<file path="config.mk">
export PLATFORM = sky130hd
export DESIGN_NAME = cfg_tlp_packetizer
export DESIGN_NICKNAME = d
export VERILOG_FILES = /design/src/rtl/cfgtlp_pkg.sv /design/src/rtl/cfgtlp_hdr_build.sv /design/src/rtl/cfgtlp_beat_seq.sv /design/src/rtl/cfgtlp_rootbus_track.sv /design/src/rtl/cfg_tlp_packetizer.sv
export SDC_FILE = /design/constraint.sdc
export NUM_CORES = 1
export LEC_CHECK = 0
export BUFFER_PORTS_ARGS = -buffer_cell sky130_fd_sc_hd__buf_2
export CELL_PAD_IN_SITES_DETAIL_PLACEMENT = 0
export CELL_PAD_IN_SITES_GLOBAL_PLACEMENT = 1
export CORE_MARGIN = 2
export CORE_UTILIZATION = 34
export DETAILED_ROUTE_END_ITERATION = 6
export PLACE_DENSITY = 0.79
export SLEW_MARGIN = 20
export SYNTH_ARGS = -nofsm -noshare
export SYNTH_HDL_FRONTEND = slang
export SYNTH_SLANG_ARGS = --single-unit
</file>
<file path="constraint.sdc">
create_clock -name clk -period 2.2 [get_ports clk]
set_clock_uncertainty 0.2 [all_clocks]
set_input_delay 0.44 -clock clk [delete_from_list [all_inputs] [get_ports clk]]
set_output_delay 0.44 -clock clk [all_outputs]
set_load 0.05 [all_outputs]
</file>
<file path="src/rtl/cfgtlp_pkg.sv">
package cfgtlp_pkg;
  localparam int DW_W   = 32;
  localparam int BEAT_W = 2 * DW_W;

  typedef enum logic [1:0] {ST_IDLE, ST_HDR01, ST_HDR2, ST_DATA} beat_st_e;

  typedef struct packed {
    logic        wr;
    logic [7:0]  bus;
    logic [7:0]  devfn;
    logic [11:0] off;
    logic [3:0]  be;
    logic [31:0] wdata;
  } cfg_req_t;

  function automatic logic [7:0] fmt_type(input logic wr, input logic type0);
    logic [7:0] f;
    f = wr ? 8'h44 : 8'h04;
    if (!type0) f = f | 8'h01;
    return f;
  endfunction

  function automatic logic [31:0] mk_dw0(input logic [7:0] ft);
    return {ft, 14'h0, 10'd1};
  endfunction

  function automatic logic [31:0] mk_dw1(input logic [7:0] rbus, input logic [7:0] devfn,
                                         input logic [7:0] tag, input logic [3:0] be);
    return {rbus, devfn, tag, 4'h0, be};
  endfunction

  function automatic logic [31:0] mk_dw2(input logic [7:0] bus, input logic [7:0] devfn,
                                         input logic [11:0] off);
    return {bus, devfn, 4'h0, off[11:2], 2'b00};
  endfunction
endpackage

</file>
<file path="src/rtl/cfgtlp_hdr_build.sv">
module cfgtlp_hdr_build
  import cfgtlp_pkg::*;
#(
  parameter logic [7:0]  RD_TAG      = 8'h1D,
  parameter logic [7:0]  WR_TAG      = 8'h10,
  parameter logic [11:0] PRI_BUS_OFF = 12'h018
) (
  input  cfg_req_t          req,
  input  logic [7:0]        root_bus,
  output logic [DW_W-1:0]   dw0,
  output logic [DW_W-1:0]   dw1,
  output logic [DW_W-1:0]   dw2,
  output logic              split_data,
  output logic              hits_pri_bus
);
  logic        type0;
  logic [11:0] off_dw;

  always_comb begin
    off_dw       = req.off & 12'hFFC;
    type0        = (req.bus == root_bus);
    dw0          = mk_dw0(fmt_type(req.wr, type0));
    dw1          = mk_dw1(root_bus, req.devfn, req.wr ? WR_TAG : RD_TAG, req.be);
    dw2          = mk_dw2(req.bus, req.devfn, off_dw);
    split_data   = req.wr && (off_dw[2:0] == 3'b000);
    hits_pri_bus = req.wr && type0 && (off_dw == (PRI_BUS_OFF & 12'hFFC));
  end
endmodule

</file>
<file path="src/rtl/cfgtlp_beat_seq.sv">
module cfgtlp_beat_seq
  import cfgtlp_pkg::*;
(
  input  logic              clk,
  input  logic              rst_n,
  input  logic              start,
  input  logic              split_data,
  input  logic              wr,
  input  logic [DW_W-1:0]   dw0,
  input  logic [DW_W-1:0]   dw1,
  input  logic [DW_W-1:0]   dw2,
  input  logic [DW_W-1:0]   wdata,
  input  logic              tx_ready,
  output logic [BEAT_W-1:0] tx_data,
  output logic              tx_sop,
  output logic              tx_eop,
  output logic              tx_valid,
  output logic              busy,
  output logic              done,
  output logic              eop_fire
);
  beat_st_e st_q;

  always_ff @(posedge clk) begin
    if (!rst_n) begin
      st_q <= ST_IDLE;
      done <= 1'b0;
    end else begin
      done <= 1'b0;
      case (st_q)
        ST_IDLE:  if (start) st_q <= ST_HDR01;
        ST_HDR01: if (tx_ready) st_q <= ST_HDR2;
        ST_HDR2:  if (tx_ready) begin
                    if (split_data) st_q <= ST_DATA;
                    else begin
                      st_q <= ST_IDLE;
                      done <= 1'b1;
                    end
                  end
        ST_DATA:  if (tx_ready) begin
                    st_q <= ST_IDLE;
                    done <= 1'b1;
                  end
        default:  st_q <= ST_IDLE;
      endcase
    end
  end

  always_comb begin
    tx_valid = (st_q != ST_IDLE);
    busy     = tx_valid;
    tx_sop   = 1'b0;
    tx_eop   = 1'b0;
    tx_data  = '0;
    case (st_q)
      ST_HDR01: begin
        tx_data = {dw1, dw0};
        tx_sop  = 1'b1;
      end
      ST_HDR2: begin
        if (split_data) tx_data = {{DW_W{1'b0}}, dw2};
        else begin
          tx_data = {(wr ? wdata : {DW_W{1'b0}}), dw2};
          tx_eop  = 1'b1;
        end
      end
      ST_DATA: begin
        tx_data = {{DW_W{1'b0}}, wdata};
        tx_eop  = 1'b1;
      end
      default: ;
    endcase
    eop_fire = tx_valid && tx_ready && tx_eop;
  end
endmodule

</file>
<file path="src/rtl/cfgtlp_rootbus_track.sv">
module cfgtlp_rootbus_track #(
  parameter int BUS_W = 8
) (
  input  logic             clk,
  input  logic             rst_n,
  input  logic             update,
  input  logic [BUS_W-1:0] new_bus,
  output logic [BUS_W-1:0] root_bus
);
  always_ff @(posedge clk) begin
    if (!rst_n)      root_bus <= '0;
    else if (update) root_bus <= new_bus;
  end
endmodule

</file>
<file path="src/rtl/cfg_tlp_packetizer.sv">
module cfg_tlp_packetizer
  import cfgtlp_pkg::*;
#(
  parameter logic [7:0]  RD_TAG      = 8'h1D,
  parameter logic [7:0]  WR_TAG      = 8'h10,
  parameter logic [11:0] PRI_BUS_OFF = 12'h018
) (
  input  logic        clk,
  input  logic        rst_n,
  input  logic        req_valid,
  input  logic        req_write,
  input  logic [7:0]  req_bus,
  input  logic [7:0]  req_devfn,
  input  logic [11:0] req_offset,
  input  logic [3:0]  req_be,
  input  logic [31:0] req_wdata,
  output logic        busy,
  output logic        done,
  output logic [63:0] tx_data,
  output logic        tx_sop,
  output logic        tx_eop,
  output logic        tx_valid,
  input  logic        tx_ready
);
  cfg_req_t        req_q;
  logic            req_accept;
  logic            eop_fire;
  logic            root_update;
  logic [7:0]      root_bus_q;
  logic [DW_W-1:0] dw0, dw1, dw2;
  logic            split_data, hits_pri_bus;

  assign req_accept  = req_valid && !busy;
  assign root_update = eop_fire && hits_pri_bus;

  always_ff @(posedge clk) begin
    if (!rst_n) req_q <= '0;
    else if (req_accept)
      req_q <= '{wr: req_write, bus: req_bus, devfn: req_devfn, off: req_offset,
                 be: req_be, wdata: req_wdata};
  end

  cfgtlp_hdr_build #(.RD_TAG(RD_TAG), .WR_TAG(WR_TAG), .PRI_BUS_OFF(PRI_BUS_OFF)) hdr_i (
    .req(req_q), .root_bus(root_bus_q), .dw0(dw0), .dw1(dw1), .dw2(dw2),
    .split_data(split_data), .hits_pri_bus(hits_pri_bus)
  );

  cfgtlp_beat_seq seq_i (
    .clk(clk), .rst_n(rst_n), .start(req_accept), .split_data(split_data),
    .wr(req_q.wr), .dw0(dw0), .dw1(dw1), .dw2(dw2), .wdata(req_q.wdata),
    .tx_ready(tx_ready), .tx_data(tx_data), .tx_sop(tx_sop), .tx_eop(tx_eop),
    .tx_valid(tx_valid), .busy(busy), .done(done), .eop_fire(eop_fire)
  );

  cfgtlp_rootbus_track #(.BUS_W(8)) rb_i (
    .clk(clk), .rst_n(rst_n), .update(root_update), .new_bus(req_q.wdata[7:0]),
    .root_bus(root_bus_q)
  );
endmodule

</file>
Word-level counts from Yosys, hierarchy flattened
Cells that the tools add are included.
{"block": "word_totals", "reg_bits": 76, "input_bits": 69, "out_inout_bits": 69, "elab_cells": 48}
{"block": "op_classes", "eq_ne": 9, "n_mux": 18, "n_reduce_logical": 12}
{"cell": "64-bit case mux with 3 select lines", "n": 1}
{"cell": "64-bit two-way mux", "n": 1}
{"cell": "32-bit two-way mux", "n": 1}
{"cell": "10-bit by 3-bit == test with 1-bit output (second input constant)", "n": 1}
{"cell": "2-bit two-way mux", "n": 5}
{"cell": "8-bit == test", "n": 1}
{"cell": "2-bit != test (second input constant)", "n": 4}
{"cell": "2-bit case mux with 4 select lines", "n": 1}
{"cell": "1-bit logical AND", "n": 7}
{"cell": "7-bit two-way mux", "n": 1}
{"cell": "1-bit two-way mux", "n": 5}
{"cell": "2-bit == test (second input constant)", "n": 2}
{"cell": "4-bit two-way mux", "n": 1}
{"cell": "1-bit case mux with 2 select lines", "n": 2}
{"cell": "4-bit AND reduction", "n": 1}
{"cell": "3-bit logical NOT", "n": 1}
{"cell": "2-bit by 1-bit == test with 1-bit output (second input constant)", "n": 1}
{"cell": "2-bit logical NOT", "n": 1}
{"cell": "2-bit nonzero test", "n": 1}
{"cell": "1-bit logical NOT", "n": 1}

Longest topological paths before layout
Gate-level depths: netlist of run 1.
{"block": "logic_depth", "depth_word": 6, "depth_mapped": 7, "mapped_depth_nobuf": 5}

Cells and area by module
A second synthesis of run 1 with hierarchy kept.
{"block": "unflattened", "hier_cells": 626, "area_unflattened_um2": 5182.5}
{"mod": "cfg_tlp_packetizer", "n_inst": 1, "cells_each": 284, "area_per_inst_um2": 2608.8, "seq_area_each_um2": 1301.2}
{"mod": "cfgtlp_beat_seq", "n_inst": 1, "cells_each": 203, "area_per_inst_um2": 1417.6, "seq_area_each_um2": 60.1}
{"mod": "cfgtlp_hdr_build", "n_inst": 1, "cells_each": 114, "area_per_inst_um2": 854.6, "seq_area_each_um2": 0.0}
{"mod": "cfgtlp_rootbus_track", "n_inst": 1, "cells_each": 25, "area_per_inst_um2": 301.5, "seq_area_each_um2": 160.2}

Worst setup path after synthesis of run 1
No wires, ideal clock.
{"block": "synth_timing", "kind": "register -> output", "from": "reg seq_i.st_q[0]", "to": "out tx_data[40]", "arrival_time_ps": 1928, "t_required_ps": 1560, "setup_slack_ps": -368, "stages_incl_launch_ff": 4, "n_path_buf": 1, "path_cell_list": "dfxtp_1 buf_1 nand2_1 o21ai_0"}
{"block": "synth_between", "elab_chain_cells": 2, "word_cells_on_any_way": 4, "classes_between": "eq/ne: 3; mux: 1"}
{"element": "from (decl)", "line_no": "cfgtlp_beat_seq.sv:22", "source": "beat_st_e st_q;"}
{"element": "from (signal assigned)", "line_no": "cfgtlp_beat_seq.sv:26", "source": "st_q <= ST_IDLE;"}
{"element": "from (signal assigned)", "line_no": "cfgtlp_beat_seq.sv:31", "source": "ST_IDLE: if (start) st_q <= ST_HDR01;"}
{"element": "from (signal assigned)", "line_no": "cfgtlp_beat_seq.sv:32", "source": "ST_HDR01: if (tx_ready) st_q <= ST_HDR2;"}
{"element": "2-bit == test or 2-bit by 1-bit == test with 1-bit output (tied branches)", "line_no": "cfgtlp_beat_seq.sv:55", "source": "case (st_q)"}
{"element": "64-bit case mux with 3 select lines *", "line_no": "cfgtlp_beat_seq.sv:55"}
{"element": "to (decl)", "line_no": "cfg_tlp_packetizer.sv:19", "source": "output logic [63:0] tx_data,"}
Mark *: on every way between the ends. The rest lies on a longest branch, timed or not.

Worst setup path in the final report of run 1
{"block": "layout_timing", "from": "reg req_q[64] (netlist bit)", "to": "out tx_data[61]"}
{"block": "layout_between", "elab_chain_cells": 3, "word_cells_on_any_way": 4, "classes_between": "mux: 3; reduce/logical: 1"}
{"element": "from (decl)", "line_no": "cfg_tlp_packetizer.sv:25", "source": "cfg_req_t req_q;"}
{"element": "from (signal assigned)", "line_no": "cfg_tlp_packetizer.sv:39", "source": "req_q <= '{wr: req_write, bus: req_bus, devfn: req_devfn, off: req_offset,"}
{"element": "32-bit two-way mux or 1-bit logical AND (tied branches)", "line_no": "cfgtlp_beat_seq.sv:63, cfgtlp_hdr_build.sv:25"}
{"element": "64-bit two-way mux *", "line_no": "cfgtlp_beat_seq.sv:61", "source": "if (split_data) tx_data = {{DW_W{1'b0}}, dw2};"}
{"element": "64-bit case mux with 3 select lines *", "line_no": "cfgtlp_beat_seq.sv:55"}
Marked as above.

==> qor.csv, run 1 <==
stage,metric,value,unit
run_status,status,"complete, but fails checks",
run_status,failed_checks,setup timing,
timing,timing.slew.headroom,0.668,
timing,period_share,1.04,
timing,tightest_slew,0.498,ns
placement,port-buffer-count,135,
layout,antennaDiodeCount,0,
routing,drt-initial-drc-count,177,
placement,place.gp.congestion,0.782,
layout,area_growth_syn_to_layout,54.6,%
power_and_ir_drop,p_per_area,620,nW/um^2
power_and_ir_drop,p_total,3.38,mW
floorplanning,core_area,10200,um^2
global_route,grt_pass1_wl,18400,um
floorplanning,initial_core_util,0.347,
power_and_ir_drop,peakVddDrop,296,uV
routing,postRouteAntennaNets,0,
worst_setup_path,crit_family,buffers and inverters,
global_route,grt_pass1_vias,3554,
yosys,synth-seq-cells,74,
worst_setup_path,crit_buf_inv,3,
worst_setup_path,critPathArrivalTime,1.65,ns
timing,final.setup.tns,-1.22,ns
worst_setup_path,r2r-start,seq_i.st_q[0],
worst_setup_path,endpoint_kind,primary output,
worst_setup_path,slowest_delay,0.34,ns
global_route,antenna_found_initial,1,
layout,num-nets-final,688,
global_route,grt_max_degree,44,
layout,utilization,0.536,
yosys,synth_top_area_share,0.420,
routing,detail_route.vias_per_cell,4.89,
worst_setup_path,worst-path-max-fanout,5,
floorplanning,die_area,11200,um^2
timing,finalHoldViolations,0,
routing,drcViolationCount,0,
worst_setup_path,worst_r2r_path_depth,7,
yosys,syn_area,3530,um^2
placement,dp_hpwl,7830,um
worst_setup_path,r2r_end,req_q[11],
routing,firstDrtPassIters,4,
layout,fillers,973,
worst_setup_path,path_cells,nand2_2 -> nor3_4 -> buf_6 -> clkbuf_16 -> a22oi_2 -> nor2_4 -> buf_8,
worst_setup_path,cp_slowest_cell,dfxtp_2,
clocking,clkTransAtPathRegs,0.08,ns
job,drv_cap,0,
worst_setup_path,required,1.56,ns
yosys,yosysUniqueCellTypes,27,
clocking,clk_latency,0.34,ns
clocking,cts_tree,yes,
yosys,synth_area_leader_cell,dfxtp_1,
worst_setup_path,r2r_setup_slack,0.37,ns
layout,layout_commonest_cell,nand2_1,
hold_path,min_path_cells,2,
timing,max_freq,437,MHz
clocking,cts_inserted_buffers,9,
yosys,seq_area_frac_synth,0.420,
clocking,clockBufferDepth,2,
clocking,h-tree-depth,3,
hold_path,hold_start,tx_ready,
yosys,syn_area_per_cell,7.40,um^2
timing,timing.hold.ws,0.109,ns
floorplanning,die_x,106,um
hold_path,hold_end,seq_i.st_q[1],
clocking,clock_sinks,74,
layout,final_layout_size_suffix_gt1_frac,0.434,
timing,grt_setup_unrepaired,true,
floorplanning,ios,138,
floorplanning,die_y,106,um
clocking,cts_hold_buf,0,
global_route,grt_remaining_overflow,0,
yosys,async_flop_share,0,
timing,slew_violations,0,
floorplanning,rows,37,
worst_setup_path,worstSetupStartpoint,req_q[64],
power_and_ir_drop,leakagePower,2.21,nW
yosys,yosys_warnings,0,
routing,wl,11900,um
timing,fin_ws,-0.0882,ns
yosys,synth_area_leaders,"dfxtp_1, nand2_1, mux2i_1, a21oi_1, nor2_1",
hold_path,hold_path_class,in2reg,
layout,multi_input_area,2150,um^2
worst_setup_path,worstSetupStartpointType,flip-flop,
timing,final-setup-viol-count,20,
layout,final_cell_mix,"nand2_1, buf_2, dfxtp_1, a21oi_1, nor2_2",
timing,fin_crit,2.29,ns
yosys,syn_nets,546,
layout,regArea,1490,um^2
worst_setup_path,criticalPathCategory,reg2out,
yosys,synth-edff-count,0,
clocking,root_buffer,clkbuf_8,
yosys,postSynthCellCount,477,
routing,vias,3720,
routing,drt-wirelength-per-cell,15.7,um
yosys,synth_flop_cell,dfxtp_1,
global_route,grt_use_total,0.208,
-- cells in the mapped netlist, types with 5 or more instances --
master and count:
o21ai_0 7, dfxtp_1 74, inv_1 5, xnor2_1 7
clkbuf_1 26, buf_2 9, nor2_1 45, nand2_1 153
a22oi_1 20, mux2i_1 33, and2_1 9, a21oi_1 65
and3_1 6
-- layer usage --
metal / up-vias / wire length, um / track usage
met2: 112 / 5740 / 0.342
li1: 1861 / - / -
met4: 0 / 118 / 0.0536
met3: 9 / 766 / 0.0460
met1: 1738 / 5300 / 0.277
met5: - / 0 / 0
-- where the power goes --
part           internal [mW]  total (mW)  switching [mW]
clock                  0.475        1.01           0.530
combinational          0.359       0.874           0.516
sequential              1.42        1.50          0.0813
-- area by class of cell --
cell class | count | area share
clock buffer | 11 | 0.0277
inverter | 5 | 0.00459
tap | 136 | 0.0312
clock inverter | 5 | 0.00688
timing repair buffer | 169 | 0.262
multi-input combinational | 360 | 0.394
sequential | 74 | 0.273
-- worst max path at each step --
stage | to | slack (ns) | cells past startpoint
after global placement | tx_data[24] | 0.17 | 7
after floorplan | tx_valid | -0.21 | 5
final | tx_data[61] | -0.09 | 7
after global routing | tx_data[59] | -0.17 | 7
after CTS | tx_data[35] | -0.07 | 7
after detailed placement | tx_data[24] | 0.16 | 7
-- per-stage QoR --
stage	instances	worst slack [ns]	cell area [um^2]
2_1_floorplan	477	-0.207	3690
4_1_cts	755	-0.0701	5230
6_report	760	-0.0882	5460
3_3_place_gp	729	0.172	4630
5_1_grt	760	-0.170	5460
3_5_place_dp	729	0.155	4630
-- registers in the layout (all words and copies together) (netlist names) --
name           cells
seq_i.st_q         2
req_q             63
rb_i.root_bus      8
seq_i.done         1
-- worst register-to-register path, delay by kind of cell, from the launching register on --
kind            cells  cell delay, ns
buf+inv             3            0.57
simple gates        3            0.46
flops               1            0.38
compound gates      1            0.16
-- kinds of logic (layout without fill, tap and decap cells) --
group                     count (synthesis)  count (layout)  synth area share
AOI/OAI and AO/OA                        97              97             0.155
buffers and inverters                    43             190            0.0510
xor gates and xnor gates                  8               8            0.0220
DFF                                      74              74             0.420
and+or+nand+nor                         222             222             0.259
muxes                                    33              33            0.0936
-- what timing repair did --
action | CTS | global route
resized for setup | 69 | 40
setup endpoints to repair | 37 | 42
cloned | 4 | 3
setup buffers | 6 | 4
pin swaps | 0 | 17
endpoints found under the hold margin | 0 | 0
Note: power is estimated with default switching activity, not from simulation.
==> inputs of run 2 (changes only) <==
--- a/config.mk
+++ b/config.mk
@@ -8,7 +8,7 @@
 export BUFFER_PORTS_ARGS = -buffer_cell sky130_fd_sc_hd__buf_2
 export CELL_PAD_IN_SITES_DETAIL_PLACEMENT = 0
 export CELL_PAD_IN_SITES_GLOBAL_PLACEMENT = 1
-export CORE_MARGIN = 2
+export CORE_MARGIN = 5
 export CORE_UTILIZATION = 34
 export DETAILED_ROUTE_END_ITERATION = 6
 export PLACE_DENSITY = 0.79
==> qor.csv, run 2 (synthesized netlist as in run 1, its figures left out) <==
stage,metric,value,unit
run_status,status,"complete, but fails checks",
run_status,failed_checks,setup timing,
routing,firstDrtPassIters,4,
floorplanning,die_y,112,um
layout,regArea,1500,um^2
global_route,use_met3,0.0565,
clocking,cts_inserted_buffers,9,
layout,largest_reg_flops,63,
layout,final_cell_mix,"nand2_1, buf_2, a21oi_1, dfxtp_1, nor2_2",
global_route,met1_usage,0.250,
clocking,clkTransAtPathRegs,0.08,ns
timing,fin_crit,2.31,ns
timing,timing.slew.headroom,0.677,
global_route,antenna_found_initial,1,
clocking,clockBufferDepth,2,
routing,drt-initial-drc-count,207,
worst_setup_path,required,1.56,ns
clocking,cts_hold_buf,0,
layout,layout_commonest_cell,nand2_1,
routing,postRouteAntennaNets,0,
global_route,grt_use_total,0.193,
worst_setup_path,path_cells,nand2_2 -> nor3_4 -> buf_6 -> buf_12 -> a22oi_2 -> nor2_1 -> buf_6,
clocking,clk_latency,0.35,ns
floorplanning,ios,138,
floorplanning,die_x,112,um
hold_path,hold_path_class,in2reg,
timing,grt_setup_unrepaired,true,
worst_setup_path,worst-path-max-fanout,5,
clocking,cts_tree,yes,
worst_setup_path,criticalPathCategory,reg2out,
placement,place.gp.congestion,0.813,
power_and_ir_drop,p_per_area,631,nW/um^2
timing,fin_ws,-0.105,ns
job,drv_cap,0,
layout,utilization,0.545,
floorplanning,initial_core_util,0.345,
layout,fillers,959,
layout,antennaDiodeCount,0,
routing,wl,13000,um
timing,slew_violations,0,
layout,reg_top3,"req_q x63, rb_i.root_bus x8, seq_i.st_q x2",
layout,area_growth_syn_to_layout,57.9,%
power_and_ir_drop,leakagePower,2.24,nW
clocking,clock_sinks,74,
global_route,grt_pass1_vias,3726,
global_route,grt_remaining_overflow,0,
worst_setup_path,endpoint_kind,primary output,
timing,final-setup-viol-count,20,
routing,drcViolationCount,0,
floorplanning,core_area,10200,um^2
clocking,h-tree-depth,3,
timing,max_freq,434,MHz
routing,detail_route.vias_per_cell,4.99,
placement,dp_cells,730,
layout,final_layout_size_suffix_gt1_frac,0.439,
routing,vias,3805,
global_route,grt_busiest_layer,met2,
timing,period_share,1.05,
layout,regMostFlops,req_q,
timing,finalHoldViolations,0,
floorplanning,rows,37,
placement,port-buffer-count,135,
layout,stdcell_count,763,
worst_setup_path,worstSetupStartpointType,flip-flop,
global_route,grt_max_degree,50,
routing,drt-wirelength-per-cell,17.0,um
worst_setup_path,crit_top_cell,buf_6,
clocking,root_buffer,clkbuf_8,
power_and_ir_drop,peakVddDrop,295,uV
layout,num-nets-final,691,
global_route,grt_pass1_wl,19500,um
worst_setup_path,slowest_delay,0.34,ns
layout,multi_input_area,2160,um^2
timing,tightest_slew,0.484,ns
global_route,gr-usage-met2,0.308,
placement,dp_hpwl,8240,um
worst_setup_path,critPathArrivalTime,1.67,ns
floorplanning,die_area,12500,um^2
worst_setup_path,cp_slowest_cell,dfxtp_2,
## run 2: through the flow
step	setup WS [ns]	hold slack [ns]	total power [mW]	setup TNS (ns)	cell area, um^2
floorplan	-0.207	0.237	2.01	-1.85	3690
global placement	0.167	0.243	2.26	0	4640
detailed placement	0.164	0.248	2.27	0	4640
CTS	-0.0908	0.0928	3.41	-1.13	5160
global route	-0.195	0.0943	3.69	-4.28	5570
finish	-0.105	0.107	3.51	-1.34	5570
## run 2: final cells by class
cell class,count,area share
multi-input combinational,360,0.388
timing repair buffer,172,0.272
sequential,74,0.268
tap,136,0.0305
clock buffer,11,0.0272
clock inverter,5,0.00943
inverter,5,0.00449
## run 2: final timing paths
path	start	end	slack (ns)	depth (start not counted)
max reg2reg	seq_i.st_q[0]	req_q[50]	0.15	7
max	req_q[38]	tx_data[34]	-0.11	7
min	tx_ready	seq_i.st_q[1]	0.11	2
min reg2reg	req_q[15]	req_q[15]	0.27	2
## run 2: critical path: cells and delay by family, from the launching register on
family	cells	cell delay, ns
AO/OA/AOI/OAI	1	0.05
buffers and inverters	3	0.48
flip-flops	1	0.34
AND/OR/NAND/NOR	3	0.44
## run 2: metal layers
metal | routed length (um) | up-vias
met1 | 5460 | 1760
met3 | 946 | 24
li1 | - | 1869
met5 | 13 | -
met2 | 6190 | 150
met4 | 335 | 2
## run 2: timing repair
action,4_1_cts,5_1_grt
resized for setup,70,72
endpoints found under the setup margin,35,44
endpoints found under the hold margin,0,0
buffers inserted,2,8
pin swaps,1,14
cloned,3,6
## run 2: power breakdown
part / internal (mW) / switching (mW)
combinational: 0.375 / 0.531
sequential: 1.42 / 0.0845
clock: 0.580 / 0.520
total: 2.38 / 1.14
==> inputs of run 3 (changes only) <==
--- a/config.mk
+++ b/config.mk
@@ -5,13 +5,13 @@
 export SDC_FILE = /design/constraint.sdc
 export NUM_CORES = 1
 export LEC_CHECK = 0
-export BUFFER_PORTS_ARGS = -buffer_cell sky130_fd_sc_hd__buf_2
 export CELL_PAD_IN_SITES_DETAIL_PLACEMENT = 0
 export CELL_PAD_IN_SITES_GLOBAL_PLACEMENT = 1
-export CORE_MARGIN = 5
-export CORE_UTILIZATION = 34
+export CORE_MARGIN = 2
+export CORE_UTILIZATION = 44
 export DETAILED_ROUTE_END_ITERATION = 6
-export PLACE_DENSITY = 0.79
+export DONT_BUFFER_PORTS = 1
+export PLACE_DENSITY = 0.78
 export SLEW_MARGIN = 20
 export SYNTH_ARGS = -nofsm -noshare
 export SYNTH_HDL_FRONTEND = slang
==> constraint.sdc (replaced) <==
create_clock -name clk -period 2.2 [get_ports clk]
set_clock_uncertainty 0.2 [all_clocks]
set_input_delay 0.55 -clock clk [delete_from_list [all_inputs] [get_ports clk]]
set_output_delay 0.55 -clock clk [all_outputs]
set_load 0.05 [all_outputs]
==> qor.csv, run 3 (synthesized netlist as in run 1, its figures left out) <==
stage,metric,value,unit
power_and_ir_drop,leakagePower,2.01,nW
layout,antennaDiodeCount,0,
placement,placed_area,4960,um^2
clocking,clockBufferDepth,2,
run_status,failed_checks,setup timing,
timing,tightest_slew,0.483,ns
floorplanning,rows,32,
routing,drt-wirelength-per-cell,18.0,um
layout,reg_top3,"req_q x63, rb_i.root_bus x8, seq_i.st_q x2",
hold_path,hold_path_class,in2reg,
clocking,cts_tree,yes,
layout,final_cell_mix,"nand2_1, dfxtp_1, a21oi_1, buf_12, nor2_2",
layout,final_layout_size_suffix_gt1_frac,0.393,
worst_setup_path,required,1.45,ns
routing,drcViolationCount,0,
placement,place.gp.congestion,0.812,
floorplanning,core_area,7770,um^2
timing,grt_setup_unrepaired,true,
global_route,grt_max_degree,64,
floorplanning,die_area,8760,um^2
floorplanning,die_x,93.6,um
global_route,antenna_found_initial,0,
timing,max_freq,418,MHz
clocking,cts_inserted_buffers,9,
global_route,grt_pass1_wl,18000,um
layout,area_growth_syn_to_layout,61.9,%
power_and_ir_drop,peakVddDrop,383,uV
layout,layout_commonest_cell,nand2_1,
global_route,grt_pass1_vias,3413,
timing,timing.slew.headroom,0.678,
timing,fin_ws,-0.194,ns
clocking,clk_latency,0.34,ns
layout,utilization,0.736,
routing,drt-initial-drc-count,190,
layout,num-nets-final,614,
placement,port-buffer-count,0,
layout,finalInstanceArea,5720,um^2
routing,firstDrtPassIters,5,
worst_setup_path,worst-path-max-fanout,6,
routing,vias,3609,
worst_setup_path,r2r_setup_slack,0.16,ns
layout,regMostFlops,req_q,
clocking,h-tree-depth,3,
clocking,cts_hold_buf,0,
floorplanning,die_y,93.6,um
floorplanning,ios,138,
power_and_ir_drop,p_per_area,633,nW/um^2
floorplanning,initial_core_util,0.455,
routing,wl,11800,um
power_and_ir_drop,p_total,3.62,mW
routing,postRouteAntennaNets,0,
global_route,grt_remaining_overflow,0,
clocking,root_buffer,clkbuf_8,
job,drv_cap,0,
worst_setup_path,endpoint_kind,primary output,
run_status,status,"complete, but fails checks",
placement,dp_hpwl,7550,um
routing,detail_route.vias_per_cell,5.54,
timing,finalHoldViolations,0,
worst_setup_path,worstSetupStartpointType,flip-flop,
layout,fillers,569,
worst_setup_path,criticalPathCategory,reg2out,
worst_setup_path,critPathArrivalTime,1.64,ns
timing,final-setup-viol-count,55,
global_route,grt_use_total,0.267,
timing,period_share,1.09,
clocking,clock_sinks,74,
timing,slew_violations,0,
layout,largest_reg_flops,63,
timing,fin_crit,2.39,ns
clocking,clkTransAtPathRegs,0.07,ns
placement,place_ws,0.115,ns
run 3: final timing paths:
check / startpoint / to / cells after the start
setup / recovery: seq_i.st_q[1] / tx_data[58] / 7
hold / removal: tx_ready / seq_i.st_q[1] / 1
setup reg to reg: req_q[45] / rb_i.root_bus[1] / 5
hold reg to reg: req_q[15] / req_q[15] / 2
run 3: power breakdown:
group / internal (mW) / switching (mW)
Clock: 0.666 / 0.503
Combinational: 0.401 / 0.522
Sequential: 1.42 / 0.101
Total: 2.49 / 1.13
run 3: through the flow:
stage / std cells / TNS (ns) / hold WS, ns
5_1_grt: 652 / -8.95 / 0.121
3_5_place_dp: 617 / 0 / 0.256
6_report: 652 / -5.86 / 0.107
4_1_cts: 649 / -4.95 / 0.0950
2_1_floorplan: 477 / -1.32 / 0.237
3_3_place_gp: 617 / 0 / 0.244
run 3: what timing repair did:
action	CTS	global route
gates resized for setup	45	37
pin swaps	18	15
endpoints found under the hold margin	0	0
setup endpoints to repair	64	61
buffers inserted	11	3
gates cloned	5	2
run 3: area by class of cell:
type,instances,area [um^2],share of cell area
well taps,102,128,0.0223
multi-input cells,360,2340,0.409
inverters,5,25.0,0.00438
repair buffers,95,1520,0.265
clock buffers,11,141,0.0247
flip-flops and latches,74,1490,0.261
clock inverters,5,77.6,0.0136
run 3: worst max-delay path, cell delays in order, from the launching register on:
cell	delay (ns)
dfxtp_2	0.36
inv_4	0.06
nor3_4	0.20
buf_6	0.16
buf_8	0.15
a22oi_2	0.09
nor2_4	0.15
buf_12	0.14
run 3: layer usage:
metal | vias up | share of wire | track usage
met1 | 1711 | 0.41 | 0.359
met3 | 15 | 0.079 | 0.0653
met2 | 157 | 0.49 | 0.418
met5 | - | 0 | 0
met4 | 0 | 0.015 | 0.0894
li1 | 1726 | - | -
